<file path="src/rtl/ipi_timer_intc.sv">
module ipi_timer_intc #(
  parameter int NCPU = 4,
  parameter int DW   = 32,
  parameter int AW   = 2
) (
  input  logic            clk,
  input  logic            rst_n,
  input  logic            timer_tick,
  input  logic            wr_en,
  input  logic            rd_en,
  input  logic [AW-1:0]   addr,
  input  logic [DW-1:0]   wdata,
  input  logic [1:0]      cpu_id,
  output logic [DW-1:0]   rdata,
  output logic            rd_valid,
  output logic            wr_err,
  output logic [NCPU-1:0] ipi_irq,
  output logic [NCPU-1:0] tmr_irq
);
  localparam logic [AW-1:0] A_CTRL    = AW'(0);
  localparam logic [AW-1:0] A_IPISTAT = AW'(1);
  localparam logic [AW-1:0] A_TMRSTAT = AW'(2);
  localparam logic [AW-1:0] A_IPIREQ  = AW'(3);
  localparam int RAISE_LSB = 12;
  localparam int DROP_LSB  = 8;
  localparam int TDROP_LSB = 4;
  localparam int IGNORE_BIT = 28;

  logic [NCPU-1:0] ipi_pend, tmr_pend;
  logic [NCPU-1:0] ipi_set, ipi_clr, tmr_set, tmr_clr;
  logic [3:0]      ipi_vec, tmr_vec;
  logic [DW-1:0]   rd_mux;
  logic            past_ok;

  wire ctrl_wr  = wr_en && (addr == A_CTRL);
  wire ctrl_hit = (|wdata[15:4]) || wdata[IGNORE_BIT];

  assign ipi_set = ctrl_wr ? wdata[RAISE_LSB +: NCPU] :
                   (wr_en && addr == A_IPIREQ) ? wdata[NCPU-1:0] : '0;
  assign ipi_clr = ctrl_wr ? wdata[DROP_LSB +: NCPU] :
                   (wr_en && addr == A_IPISTAT) ? wdata[NCPU-1:0] : '0;
  assign tmr_clr = ctrl_wr ? wdata[TDROP_LSB +: NCPU] :
                   (wr_en && addr == A_TMRSTAT) ? wdata[NCPU-1:0] : '0;
  assign tmr_set = {NCPU{timer_tick}};

  assign ipi_vec = 4'(ipi_pend);
  assign tmr_vec = 4'(tmr_pend);

  always_comb begin
    rd_mux = '0;
    case (addr)
      A_CTRL:    rd_mux = DW'({ipi_vec, tmr_vec, 2'b00, cpu_id});
      A_IPISTAT: rd_mux = DW'(ipi_vec);
      A_TMRSTAT: rd_mux = DW'(tmr_vec);
      default:   rd_mux = '0;
    endcase
  end

  always_ff @(posedge clk or negedge rst_n) begin
    if (!rst_n) begin
      ipi_pend <= '0;
      tmr_pend <= '0;
      ipi_irq  <= '0;
      tmr_irq  <= '0;
      wr_err   <= 1'b0;
      rd_valid <= 1'b0;
      rdata    <= '0;
      past_ok  <= 1'b0;
    end else begin
      ipi_pend <= (ipi_pend | ipi_set) & ~ipi_clr;
      tmr_pend <= (tmr_pend | tmr_set) & ~tmr_clr;
      ipi_irq  <= ipi_pend;
      tmr_irq  <= tmr_pend;
      wr_err   <= ctrl_wr && !ctrl_hit;
      rd_valid <= rd_en;
      if (rd_en) rdata <= rd_mux;
      past_ok  <= 1'b1;
    end
  end

  AST_DROP_WINS: assert property (@(posedge clk) disable iff (!rst_n)
    (ipi_clr != '0) |=> ((ipi_pend & $past(ipi_clr)) == '0));

  AST_TICK_FILLS: assert property (@(posedge clk) disable iff (!rst_n)
    (timer_tick && tmr_clr == '0) |=> (&tmr_pend));

  AST_RAISE_SETS: assert property (@(posedge clk) disable iff (!rst_n)
    ((ipi_set & ~ipi_clr) != '0) |=> ((ipi_pend & $past(ipi_set & ~ipi_clr)) == $past(ipi_set & ~ipi_clr)));

  AST_ERR_SOURCE: assert property (@(posedge clk) disable iff (!rst_n)
    (past_ok && wr_err) |-> $past(wr_en && addr == A_CTRL));

  AST_ERR_NO_EFFECT: assert property (@(posedge clk) disable iff (!rst_n)
    (past_ok && wr_err && !$past(timer_tick)) |-> ($stable(ipi_pend) && $stable(tmr_pend)));

  AST_IRQ_LAG: assert property (@(posedge clk) disable iff (!rst_n)
    past_ok |-> ((ipi_irq & ~$past(ipi_irq) & ~$past(ipi_pend)) == '0));

  AST_RD_PAIRED: assert property (@(posedge clk) disable iff (!rst_n)
    (past_ok && rd_valid) |-> $past(rd_en));
endmodule

</file>
<file path="config.mk">
export PLATFORM = sky130hd
export DESIGN_NAME = ipi_timer_intc
export DESIGN_NICKNAME = d
export VERILOG_FILES = /design/src/rtl/ipi_timer_intc.sv
export SDC_FILE = /design/constraint.sdc
export NUM_CORES = 1
export LEC_CHECK = 0
export BUFFER_PORTS_ARGS = -buffer_cell sky130_fd_sc_hd__buf_4
export CAP_MARGIN = 20
export CORE_UTILIZATION = 35
export DETAILED_ROUTE_END_ITERATION = 10
export GPL_ROUTABILITY_DRIVEN = 1
export GPL_TIMING_DRIVEN = 0
export HOLD_SLACK_MARGIN = 0.06
export PLACE_DENSITY = 0.73
export REMOVE_ABC_BUFFERS = 1
export SKIP_CTS_REPAIR_TIMING = 1
export SLEW_MARGIN = 20
export SYNTH_ARGS = -nofsm -noshare
export SYNTH_HDL_FRONTEND = slang
export SYNTH_SLANG_ARGS = --single-unit
</file>
<file path="constraint.sdc">
create_clock -name clk -period 2.1 [get_ports clk]
set_input_delay 0.42 -clock clk [delete_from_list [all_inputs] [get_ports clk]]
set_output_delay 0.42 -clock clk [all_outputs]
set_load 0.01 [all_outputs]
</file>
After elaboration in Yosys (flattened, before gate mapping)
Cells that the tools add are included.
- flip-flop bits (word level): 50
- bits in latches: 0
- bits in writable memories: 0
- memory bits (read-only): 0
- bits of input ports: 41
- output and inout bits: 42
- logic and storage cells: 32
- memories: 0
- $add $sub $neg: 0
- multipliers: 0
- divide/modulo/power cells: 0
- $lt $le $gt $ge: 0
- equal/unequal tests: 3
- shift-type cells: 0
- multiplexer cells: 7
- bitwise logic cells: 6
- reduce and logical (&&, ||, !) cells: 9
- operators with widths (kind ; number):
    $pmux W12 S3 ; 1
    $mux W4 ; 6
    $reduce_or A12 Y1 ; 1
    $and A4 B4 Y4 ; 2
    $not A4 Y4 ; 2
    $or A4 B4 Y4 ; 2
    $logic_and A1 B1 Y1 ; 5
    $eq A2 B2 Y1 const B ; 2
    $eq A2 B1 Y1 const B ; 1
    $logic_not A2 Y1 ; 1
    $logic_not A1 Y1 ; 1
    $logic_or A1 B1 Y1 ; 1

Logic depth before layout (Yosys ltp)
- depth after elaboration: 6
- gate-level depth with buffers: 4
- depth with buffers taken out: 3

Least setup slack after synthesis
No wires, ideal clock.
- path kind: in2reg
- from: input port addr[1]
- to: register tmr_pend[0]
- library setup time: 0.104 ns
- arrival time: 1.065 ns
- required time: 1.996 ns
- path slack: 0.931 ns
- stages on the path: 4
- path buffers: 1
- cell sequence: buf_6 > nor2b_4 > and2_4 > a221oi_1
- word-level cells in the longest chain between the ends: 6
- elaborated cells between the ends (all ways): 8
- classes of those cells: eq/ne (1); mux (2); bitwise (2); reduce/logical (3)
- ends and longest elaborated chain (element ; line ; text):
    from (decl) ; 11 ; input logic [AW-1:0] addr,
    $eq A2 B2 Y1 ; 43 ; (wr_en && addr == A_TMRSTAT) ? wdata[NCPU-1:0] : '0;
    $logic_and A1 B1 Y1 ; 43 ;
    $mux W4 ; 43 ;
    $mux W4 (*) ; 42 ; assign tmr_clr = ctrl_wr ? wdata[TDROP_LSB +: NCPU] :
    $not A4 Y4 (*) ; 71 ; tmr_pend <= (tmr_pend | tmr_set) & ~tmr_clr;
    $and A4 B4 Y4 (*) ; 71 ;
    to (signal assigned) ; 71 ;
    to (decl) ; 29 ; logic [NCPU-1:0] ipi_pend, tmr_pend;
Mark *: on every way between the ends. The rest lies on a longest branch, timed or not.
A chain may end at the register's enable or synchronous reset.

Worst setup path in the final report
- from: register rdata[0]
- to: output port rdata[0]
- RTL lines (element ; line ; text):
    from (decl) ; 14 ; output logic [DW-1:0] rdata,
    from (signal assigned) ; 76 ; if (rd_en) rdata <= rd_mux;
No word-level cell between the ends.

==> run_results.csv <==
group,metric,value,unit
status,status,"finished clean",
finish,diodes,0,
sta,fin_tns_setup,0,ps
floorplanning,fp.coreArea,3771,sq um
routing,num_vias,1087,
critical_path,critPathBufInv,1,
cts,clk_latency,280,ps
global_route,grtUsageMet1,0.2063,
sta,post-route-period-util,0.5875,
pwr,pwr-share-seq,0.465,
routing,first_iter_violations,69,
floorplanning,start_util,0.3766,
routing,wl_per_cell,12.22,microns
critical_path,worstPathArrival,810,ps
routing,firstDrtPassIters,4,
critical_path,slowest_delay,390,ps
global_route,grt_max_degree,31,
critical_path,critical_path_peak_fanout,2,
pwr,vdd_drop_max,0.2694,mV
floorplanning,die_area,4316,sq um
logic_synthesis,syn_area,1420,sq um
finish,finalNetCount,224,
logic_synthesis,yosysMostFrequentCell,"dfrtp_1",
pwr,switchingPower,376.1,uW
global_route,use_met3,0.05556,
sta,skew,4.986,ps
sta,rsz0062_at_grt,"no",
finish,utilization,0.4854,
global_route,overflow,0,
critical_path,endpoint_kind,"output port",
critical_path,crit_family,"flip-flops",
critical_path,path_cells,"buf_4",
cts,cts_sinks,30,
sta,max_freq,810.5,MHz
pwr,intPower,1.109,mW
global_route,grt_first_pass_wirelength,4.802,mm
floorplanning,die_y,65.70,microns
logic_synthesis,synthArstFlopShare,1.000,
global_route,antenna_found_initial,0,
logic_synthesis,synth_top_area_share,0.5286,
finish,design_area,1831,sq um
place,placed_area,1720,sq um
finish,drive_gt1_frac,0.3207,
cts,clk_path_buf_depth,2,
sta,drv_slew,0,
global_route,globalRouteMet2Util,0.2143,
logic_synthesis,yosysWarnings,0,
sta,setup_viol,0,
logic_synthesis,avgSynthCellArea,10.52,sq um
critical_path,cp.required,1680,ps
logic_synthesis,synth_cells,135,
routing,drtAntennaViolNets,0,
place,hpwl,2.180,mm
place,place_congestion,0.8330,
cts,tritoncts,"yes",
logic_synthesis,synth_commonest_cells,"30 x dfrtp_1, 20 x buf_4, 10 x nor2_1, 9 x nand2_1",
pwr,netSwitchingFraction,0.2532,
critical_path,crit_slowest_cell,"dfrtp_1",
critical_path,cp-start-kind,"register",
cts,clk_pin_slew,60,ps
critical_path,worstSetupPathType,"reg2out",
cts,cts_buffers,5,
logic_synthesis,synth_edf_count,0,
cts,root_buffer,"clkbuf_8",
routing,drcViolationCount,0,
pwr,p_total,1.485,mW
pwr,power.density,811.4,nW/um^2
floorplanning,die_x,65.70,microns
floorplanning,rows,22,
sta,slew_headroom,0.6325,
logic_synthesis,synthFlopType,"dfrtp_1",
floorplanning,ios,83,
logic_synthesis,ys_seq_area_frac,0.5286,
logic_synthesis,yosys-top-cells-area,"dfrtp_1 53%, buf_4 11%, mux2i_1 4.2%",
logic_synthesis,ys_ff_latch,30,
sta,finalCriticalPeriod,1234,ps
sta,hold_violations,0,
min_path,hold_path_class,"in2async",
cts,cts.htree.levels,2,
global_route,grt_use_total,0.1499,
pwr,power.leakage,0.8801,nW
sta,worst_pin_slew,549.2,ps
global_route,top_usage_layer,"met2",
routing,avgViaCountPerCell,4.685,
logic_synthesis,synth_area_leader_cell,"dfrtp_1",
pwr,combPwrFrac,0.178,
routing,wl,2.835,mm
logic_synthesis,ys_types,27,
finish,areaGrowthSynthToFinish,28.90,%
global_route,grt_pass1_vias,1002,
run,maxCapViolations,0,
place,portBuffers,47,
pwr,clkPwrFrac,0.357,
## worst paths after layout
path                              from     endpoint  slack (ps)  depth (start not counted)
max in group asynchronous        rst_n  tmr_pend[1]        1780                          1
min                              rst_n     rdata[9]          60                          1
max                           rdata[0]     rdata[0]         870                          1
max reg2reg                tmr_pend[0]     rdata[0]        1150                          3
min reg2reg                tmr_pend[3]   tmr_irq[3]         430                          0
min in group clk             wdata[28]       wr_err         290                          2
## flip-flops by register name, indices dropped and copies added, names as in the netlist
signal and flops:
rdata 12, ipi_irq 4, ipi_pend 4, tmr_irq 4
tmr_pend 4, rd_valid 1, wr_err 1
## cell type report
cell class	count	area, sq um
clock buffers	8	110.1
fillers	365	1941
inverters	8	30.03
multi-input cells	91	526.8
flip-flops and latches	30	750.7
well taps	48	60.06
repair buffers	47	352.8
## cell usage in the layout (no fill, tap or decap), drive strengths merged, types with 2 or more instances in the layout
master and count:
clkbuf 8, dfrtp 30, o22ai 4, o22a 4, a22oi 2, buf 47
a2bb2oi 2, nor2 10, a221oi 4, mux2i 6, a21oi 4, nand3 8
nand2 9, conb 20, inv 8, o21ai 8, nor4 3
## stage by stage
step | cells | hold WS (ps) | setup slack (ps)
2_1_floorplan | 129 | 124.4 | 1060
3_3_place_gp | 224 | 358.8 | 715.2
3_5_place_dp | 224 | 365.5 | 732.0
4_1_cts | 232 | 60.88 | 850.6
5_1_grt | 232 | 76.74 | 831.2
6_report | 232 | 56.76 | 866.2
## metal layers
layer / wire length [microns] / vias to the layer above
met3: 249 / 3
met1: 1351 / 501
met4: 28 / 0
li1: - / 522
met5: 0 / -
met2: 1205 / 61
## cells by family after synthesis
group / share of synthesized area
simple gates: 0.1436
compound gates: 0.1322
buf+inv: 0.1507
mux: 0.04229
flops: 0.5286
other cells: 0.002641
## power groups by stage
| stage | registers (mW) | clock network [mW] | logic [mW] |
|---|---|---|---|
| after floorplan | 0.714 | 0 | 0.0900 |
| after global placement | 0.700 | 0 | 0.262 |
| after detailed placement | 0.702 | 0 | 0.267 |
| after CTS | 0.691 | 0.546 | 0.268 |
| after global routing | 0.698 | 0.576 | 0.293 |
| final | 0.690 | 0.530 | 0.265 |
Power figures use the tool's default switching activity.
